<file path="config.mk">
export PLATFORM = sky130hd
export DESIGN_NAME = rcb_bank
export DESIGN_NICKNAME = d
export VERILOG_FILES = /design/src/rtl/rcb_pkg.sv /design/src/rtl/rcb_regif.sv /design/src/rtl/rcb_src_sel.sv /design/src/rtl/rcb_counter.sv /design/src/rtl/rcb_rdmux.sv /design/src/rtl/rcb_bank.sv
export SDC_FILE = /design/constraint.sdc
export NUM_CORES = 2
export LEC_CHECK = 0
export BUFFER_PORTS_ARGS = -buffer_cell sky130_fd_sc_hd__buf_2
export CAP_MARGIN = 20
export CORE_ASPECT_RATIO = 1.5
export CORE_UTILIZATION = 50
export CTS_CLUSTER_SIZE = 28
export DETAILED_ROUTE_END_ITERATION = 8
export PLACE_DENSITY = 0.7
export SYNTH_ARGS = -nofsm -noshare
export SYNTH_HDL_FRONTEND = slang
export SYNTH_SLANG_ARGS = --single-unit
</file>
<file path="constraint.sdc">
create_clock -name clk_i -period 9.4 [get_ports clk_i]
set_input_delay 0.47 -clock clk_i [delete_from_list [all_inputs] [get_ports clk_i]]
set_output_delay 0.47 -clock clk_i [all_outputs]
set_load 0.005 [all_outputs]
</file>
<file path="src/rtl/rcb_pkg.sv">
package rcb_pkg;

    localparam int NUM_CNT   = 16;
    localparam int SEL_W     = 4;
    localparam int DATA_W    = 32;
    localparam int ADDR_W    = 6;
    localparam int SEL_BITS  = NUM_CNT * SEL_W;
    localparam int SEL_WORDS = SEL_BITS / DATA_W;

    typedef logic [ADDR_W-1:0] addr_t;

    localparam addr_t ADR_EN_SET   = 6'h00;
    localparam addr_t ADR_EN_CLR   = 6'h01;
    localparam addr_t ADR_ZERO     = 6'h02;
    localparam addr_t ADR_SNAP     = 6'h03;
    localparam addr_t ADR_SWINC    = 6'h04;
    localparam addr_t ADR_EN_RD    = 6'h05;
    localparam addr_t ADR_WRAP_RD  = 6'h06;
    localparam addr_t ADR_SEL_BASE = 6'h08;
    localparam addr_t ADR_SHD_BASE = 6'h10;

    localparam logic [SEL_W-1:0] SEL_CLOCK    = 4'd0;
    localparam logic [SEL_W-1:0] SEL_SOFT     = 4'd1;
    localparam int               SEL_EXT_BASE = 2;

    typedef enum logic [1:0] {
        SRC_KIND_CLOCK,
        SRC_KIND_SOFT,
        SRC_KIND_EXT,
        SRC_KIND_NONE
    } src_kind_e;

    typedef struct packed {
        logic [NUM_CNT-1:0] en_set;
        logic [NUM_CNT-1:0] en_clr;
        logic [NUM_CNT-1:0] zero;
        logic [NUM_CNT-1:0] swinc;
        logic               snap;
    } ctl_cmd_t;

    function automatic src_kind_e classify_sel(logic [SEL_W-1:0] s, int ext_w);
        if (s == SEL_CLOCK)
            return SRC_KIND_CLOCK;
        else if (s == SEL_SOFT)
            return SRC_KIND_SOFT;
        else if (int'(s) < SEL_EXT_BASE + ext_w)
            return SRC_KIND_EXT;
        else
            return SRC_KIND_NONE;
    endfunction

endpackage

</file>
<file path="src/rtl/rcb_regif.sv">
module rcb_regif
    import rcb_pkg::*;
(
    input  logic                 clk_i,
    input  logic                 rst_i,
    input  logic                 wr_en_i,
    input  logic [ADDR_W-1:0]    wr_addr_i,
    input  logic [DATA_W-1:0]    wr_data_i,
    input  logic                 snap_req_i,
    output ctl_cmd_t             cmd_o,
    output logic [NUM_CNT-1:0]   en_o,
    output logic [SEL_BITS-1:0]  sel_o
);

    logic [NUM_CNT-1:0]  en_q;
    logic [SEL_BITS-1:0] sel_q;

    // Decode one write into per-counter command masks.
    always_comb begin
        cmd_o = '0;
        if (wr_en_i && wr_addr_i == ADR_EN_SET) cmd_o.en_set = wr_data_i[NUM_CNT-1:0];
        if (wr_en_i && wr_addr_i == ADR_EN_CLR) cmd_o.en_clr = wr_data_i[NUM_CNT-1:0];
        if (wr_en_i && wr_addr_i == ADR_ZERO)   cmd_o.zero   = wr_data_i[NUM_CNT-1:0];
        if (wr_en_i && wr_addr_i == ADR_SWINC)  cmd_o.swinc  = wr_data_i[NUM_CNT-1:0];
        cmd_o.snap = snap_req_i | (wr_en_i && wr_addr_i == ADR_SNAP);
    end

    always_ff @(posedge clk_i) begin
        if (rst_i) begin
            en_q  <= '0;
            sel_q <= '0;
        end else begin
            en_q <= (en_q | cmd_o.en_set) & ~cmd_o.en_clr;
            for (int w = 0; w < SEL_WORDS; w++) begin
                if (wr_en_i && wr_addr_i == ADR_SEL_BASE + ADDR_W'(w))
                    sel_q[w*DATA_W +: DATA_W] <= wr_data_i;
            end
        end
    end

    assign en_o  = en_q;
    assign sel_o = sel_q;

endmodule

</file>
<file path="src/rtl/rcb_src_sel.sv">
module rcb_src_sel
    import rcb_pkg::*;
#(
    parameter int EXT_W = 8
) (
    input  logic                clk_i,
    input  logic                rst_i,
    input  logic [EXT_W-1:0]    ext_evt_i,
    input  logic [SEL_BITS-1:0] sel_i,
    output logic [NUM_CNT-1:0]  hit_o
);

    logic [EXT_W-1:0] ext_prev_q;
    logic [EXT_W-1:0] ext_rise;

    always_ff @(posedge clk_i) begin
        if (rst_i) ext_prev_q <= '0;
        else       ext_prev_q <= ext_evt_i;
    end

    assign ext_rise = ext_evt_i & ~ext_prev_q;

    for (genvar i = 0; i < NUM_CNT; i++) begin : g_src
        logic [SEL_W-1:0] s;
        src_kind_e        kind;
        logic             ext_hit;

        assign s    = sel_i[i*SEL_W +: SEL_W];
        assign kind = classify_sel(s, EXT_W);

        always_comb begin
            ext_hit = 1'b0;
            for (int k = 0; k < EXT_W; k++) begin
                if (s == SEL_W'(SEL_EXT_BASE + k)) ext_hit = ext_rise[k];
            end
        end

        always_comb begin
            unique case (kind)
                SRC_KIND_CLOCK: hit_o[i] = 1'b1;
                SRC_KIND_EXT:   hit_o[i] = ext_hit;
                default:        hit_o[i] = 1'b0;
            endcase
        end
    end

endmodule

</file>
<file path="src/rtl/rcb_counter.sv">
module rcb_counter #(
    parameter int CNT_W = 32
) (
    input  logic             clk_i,
    input  logic             rst_i,
    input  logic             en_i,
    input  logic             hw_hit_i,
    input  logic             sw_inc_i,
    input  logic             zero_i,
    input  logic             snap_i,
    output logic [CNT_W-1:0] cnt_o,
    output logic [CNT_W-1:0] shd_o,
    output logic             wrap_o
);

    logic [CNT_W-1:0] cnt_q;
    logic [CNT_W-1:0] shd_q;
    logic             wrap_q;
    logic [1:0]       step;
    logic [CNT_W:0]   sum;

    always_comb begin
        step = {1'b0, hw_hit_i} + {1'b0, sw_inc_i};
        sum  = {1'b0, cnt_q} + (CNT_W+1)'(step);
    end

    always_ff @(posedge clk_i) begin
        if (rst_i) begin
            cnt_q  <= '0;
            shd_q  <= '0;
            wrap_q <= 1'b0;
        end else begin
            if (snap_i) shd_q <= cnt_q;
            if (zero_i) begin
                cnt_q  <= '0;
                wrap_q <= 1'b0;
            end else if (en_i) begin
                cnt_q <= sum[CNT_W-1:0];
                if (sum[CNT_W]) wrap_q <= 1'b1;
            end
        end
    end

    assign cnt_o  = cnt_q;
    assign shd_o  = shd_q;
    assign wrap_o = wrap_q;

endmodule

</file>
<file path="src/rtl/rcb_rdmux.sv">
module rcb_rdmux
    import rcb_pkg::*;
#(
    parameter int CNT_W = 32
) (
    input  logic                            clk_i,
    input  logic                            rst_i,
    input  logic                            rd_en_i,
    input  logic [ADDR_W-1:0]               rd_addr_i,
    input  logic [NUM_CNT-1:0][CNT_W-1:0]   shd_i,
    input  logic [NUM_CNT-1:0]              en_i,
    input  logic [NUM_CNT-1:0]              wrap_i,
    input  logic [SEL_BITS-1:0]             sel_i,
    output logic [DATA_W-1:0]               rd_data_o
);

    logic [DATA_W-1:0] rd_next;
    logic [DATA_W-1:0] rd_q;

    always_comb begin
        rd_next = '0;
        if (rd_addr_i == ADR_EN_RD)   rd_next = DATA_W'(en_i);
        if (rd_addr_i == ADR_WRAP_RD) rd_next = DATA_W'(wrap_i);
        for (int w = 0; w < SEL_WORDS; w++) begin
            if (rd_addr_i == ADR_SEL_BASE + ADDR_W'(w))
                rd_next = sel_i[w*DATA_W +: DATA_W];
        end
        for (int i = 0; i < NUM_CNT; i++) begin
            if (rd_addr_i == ADR_SHD_BASE + ADDR_W'(i))
                rd_next = DATA_W'(shd_i[i]);
        end
    end

    always_ff @(posedge clk_i) begin
        if (rst_i)        rd_q <= '0;
        else if (rd_en_i) rd_q <= rd_next;
    end

    assign rd_data_o = rd_q;

endmodule

</file>
<file path="src/rtl/rcb_bank.sv">
module rcb_bank
    import rcb_pkg::*;
#(
    parameter int CNT_W = 32,
    parameter int EXT_W = 8
) (
    input  logic                       clk_i,
    input  logic                       rst_i,
    input  logic                       wr_en_i,
    input  logic [ADDR_W-1:0]          wr_addr_i,
    input  logic [DATA_W-1:0]          wr_data_i,
    input  logic                       rd_en_i,
    input  logic [ADDR_W-1:0]          rd_addr_i,
    output logic [DATA_W-1:0]          rd_data_o,
    input  logic                       snap_req_i,
    input  logic [EXT_W-1:0]           ext_evt_i,
    output logic [NUM_CNT*CNT_W-1:0]   shadow_o
);

    ctl_cmd_t                      cmd;
    logic [NUM_CNT-1:0]            en_q;
    logic [SEL_BITS-1:0]           sel_q;
    logic [NUM_CNT-1:0]            hw_hit;
    logic [NUM_CNT-1:0][CNT_W-1:0] cnt_vec;
    logic [NUM_CNT-1:0][CNT_W-1:0] shd_vec;
    logic [NUM_CNT-1:0]            wrap_vec;
    logic                          snap_w;
    logic [NUM_CNT-1:0]            zero_w;

    rcb_regif u_regif (
        .clk_i      (clk_i),
        .rst_i      (rst_i),
        .wr_en_i    (wr_en_i),
        .wr_addr_i  (wr_addr_i),
        .wr_data_i  (wr_data_i),
        .snap_req_i (snap_req_i),
        .cmd_o      (cmd),
        .en_o       (en_q),
        .sel_o      (sel_q)
    );

    rcb_src_sel #(.EXT_W(EXT_W)) u_src (
        .clk_i     (clk_i),
        .rst_i     (rst_i),
        .ext_evt_i (ext_evt_i),
        .sel_i     (sel_q),
        .hit_o     (hw_hit)
    );

    assign snap_w = cmd.snap;
    assign zero_w = cmd.zero;

    for (genvar i = 0; i < NUM_CNT; i++) begin : g_cnt
        rcb_counter #(.CNT_W(CNT_W)) u_cnt (
            .clk_i    (clk_i),
            .rst_i    (rst_i),
            .en_i     (en_q[i]),
            .hw_hit_i (hw_hit[i]),
            .sw_inc_i (cmd.swinc[i]),
            .zero_i   (cmd.zero[i]),
            .snap_i   (cmd.snap),
            .cnt_o    (cnt_vec[i]),
            .shd_o    (shd_vec[i]),
            .wrap_o   (wrap_vec[i])
        );
    end

    rcb_rdmux #(.CNT_W(CNT_W)) u_rd (
        .clk_i     (clk_i),
        .rst_i     (rst_i),
        .rd_en_i   (rd_en_i),
        .rd_addr_i (rd_addr_i),
        .shd_i     (shd_vec),
        .en_i      (en_q),
        .wrap_i    (wrap_vec),
        .sel_i     (sel_q),
        .rd_data_o (rd_data_o)
    );

    assign shadow_o = shd_vec;

endmodule

</file>
==> flow_metrics.tcl <==
set metrics [dict create \
    status "finished with violations" \
    violations "slew limit" \
    rsz0062_at_grt "no" \
    cts.clk_slew.worst_paths_ps 60 \
    endpoint "g_cnt[13].u_cnt.cnt_o[28]" \
    fin_crit_ps 4620 \
    p_per_area_mw_per_mm2 169 \
    synth_edf_count 0 \
    htreeDepth 3 \
    clock_latency_ps 750 \
    maxSlewHeadroom -0.0566 \
    ctsHoldBuffers 23 \
    worstSetupPathType "primary input to flop" \
    combPwrFrac 0.045 \
    overflow 0 \
    num_rows 143 \
    synth_fa_ha_area_frac 0.0101 \
    max_cap_viol_count 0 \
    cts_resized 0 \
    hold_start "wr_data_i[23]" \
    postLayoutCoreUtil 0.584 \
    synth_top_family_by_area "simple AND/OR/NAND/NOR gates" \
    cts_root_buf "clkbuf_16" \
    setup_tns_ps 0 \
    grt_start_max_net_pins 190 \
    cts_tree "built" \
    num-nets-final 6921 \
    endpoint_kind "flop" \
    ys_warn_count 0 \
    synth_fp_nets 6534 \
    area.growth.synth_to_final_pct 15.3 \
    p_int_mw 7.61 \
    routed_wl_mm 237 \
    start_kind "primary input" \
    vias_per_cell 6.21 \
    required_ps 10030 \
    cts_setup_buffers 0 \
    core-area_sq_mm 0.102 \
    async_flop_share 0 \
    reg2reg_setup_slack_ps 4860 \
    yosys-top-cells-count "nand2_1, dfxtp_1, a21oi_1" \
    synth_area_leaders "dfxtp_1, nand2_1, a21oi_1" \
    io-pin-count 601 \
    layout-drive-gt1-share 0.138 \
    min_path_type "primary input to flop" \
    p_sw_frac 0.243 \
    yosys.area.top_type_share 0.451 \
    p_leak_nw 21.7 \
    drt-pass1-iter-count 8 \
    avgSynthCellArea_sq_um 8.00 \
    reg2reg_to "g_cnt[13].u_cnt.cnt_o[28]" \
    synth_compound_area_frac 0.149 \
    synth_mux_area_frac 0.0276 \
    syn-cell-area_sq_mm 0.0515 \
    die-width_um 264 \
    vias 51100 \
    io_buffers 600 \
    synth_xor_area_frac 0.0729 \
    ant_nets 0 \
    dieArea_sq_mm 0.104 \
    crit_fanout 9 \
    grt_pass1_wl_mm 332 \
    synth.most_common_cell "nand2_1" \
    setup_viol 0 \
    wire_per_inst_um 28.7 \
    grt_pass1_vias 46600 \
    antenna_found_initial 25 \
    seqPwrFrac 0.491 \
    clock-sinks 1160 \
    start_util 0.506 \
    ys_ff_latch 1160 \
    die_height_um 395 \
    skew_ps 33.0 \
    net-switching-power_mw 2.44 \
    startpoint "ext_evt_i[4]" \
    fin_crit_sh 0.492 \
    synth-simple-area-share 0.253 \
    synthFlopType "dfxtp_1" \
    cts.path.max_buffers 3 \
    slew_violations 1 \
    max_freq_mhz 216 \
    r2r.worst_path.cells 13 \
    drc 0 \
    arrival_ps 5250 \
    synth.largest_area_cell "dfxtp_1" \
    dp_hpwl_mm 177 \
    total_power_mw 10.0 \
    drtIter0Drc 6069 \
    gr-usage-all-layers 0.438 \
    fillCellCount 9480 \
    netlist-cell-type-count 87 \
    ys_seq_area_frac 0.451 \
    r2r_start "u_src.ext_prev_q[4]" \
    hold_viol_final 0 \
    syn_inst 6445 \
    clockPowerShare 0.464 \
    max-vdd-ir-drop_mv 0.176 \
    gp_congestion 1.09 \
    cts_buffers 109 \
    tightest_slew_ps 1580 \
]
==> cells in the final DEF (no fill, tap or decap), drive strengths merged, types with 50 or more instances in the layout <==
cell type,n
xor2,272
and4,61
nand3,186
o21ai,169
buf,670
a21oi,787
clkbuf,154
a22oi,50
nor3,62
nand4,154
or3,53
xnor2,157
and3,93
inv,60
nand2,1429
nor2,729
dfxtp,1160
mux2i,61
==> worst min-delay path by stage <==
stage                                     to  slack, ps  cells past startpoint
CTS                        u_regif.sel_o[55]          5                      3
detailed placement  g_cnt[7].u_cnt.shd_o[23]        450                      2
global route               u_regif.sel_o[23]          9                      3
finish                     u_regif.sel_o[23]         20                      3
global placement    g_cnt[7].u_cnt.shd_o[14]        450                      2
floorplan              g_cnt[5].u_cnt.wrap_o        430                      2
==> power by group through the flow <==
stage / clock network [mW] / registers (mW) / logic (mW)
floorplan: 0 / 5.04 / 0.255
global placement: 0 / 5.04 / 0.406
detailed placement: 0 / 5.04 / 0.408
CTS: 4.68 / 4.93 / 0.417
global route: 4.87 / 4.93 / 0.464
finish: 4.66 / 4.93 / 0.453
==> registers in the layout, summed over array words and instances (netlist names) <==
register	count
u_regif.sel_o	64
g_cnt.u_cnt.cnt_o	512
u_src.ext_prev_q	8
u_regif.en_o	16
g_cnt.u_cnt.wrap_o	16
g_cnt.u_cnt.shd_o	512
u_rd.rd_data_o	32
==> metrics by stage <==
stage               cell area, sq um  cells  setup WS [ps]  hold WS, ps
floorplan                      51500   6445           5870          429
global placement               55100   7990           4690          448
detailed placement             55100   7991           4630          454
CTS                            59100   8212           4840         4.97
global route                   59400   8226           4620         8.97
finish                         59400   8236           4780         20.6
==> logic make-up after synthesis <==
group | Yosys count
xor gates and xnor gates | 429
muxes | 109
adders and majority gates | 32
and+or+nand+nor | 2930
buffers and inverters | 471
AOI/OAI and AO/OA | 1314
DFF | 1160
==> critical path: stages <==
cell and delay, ps:
dlygate4sd3_1 530, buf_2 110, nor2b_1 610, a21oi_1 150, a221oi_1 240, o21ai_0 110
a21oi_1 1000, fa_1 400, ha_1 170, and3_1 260, nand4_1 330, nor3_1 510
nand3_1 150, xor2_1 150, nor2_1 50
==> final cells by class <==
type / instances / area (sq um) / share of cell area
Timing Repair Buffer: 693 / 4090 / 0.0688
Clock inverter: 44 / 567 / 0.00954
Antenna cell: 12 / 30.0 / 0.000505
Multi-Input combinational cell: 4814 / 26500 / 0.446
Inverter: 54 / 203 / 0.00341
Sequential cell: 1160 / 23200 / 0.391
Clock buffer: 154 / 3170 / 0.0533
Tap cell: 1305 / 1630 / 0.0275
==> routing by layer <==
metal / wire, um / global-route usage / share of wire
met1: 81300 / 0.491 / 0.34
met4: 26800 / 0.416 / 0.11
met5: 200 / 0 / 0.00085
met3: 25400 / 0.120 / 0.11
met2: 103000 / 0.671 / 0.43
No activity file was read; power rests on OpenSTA's default activity.
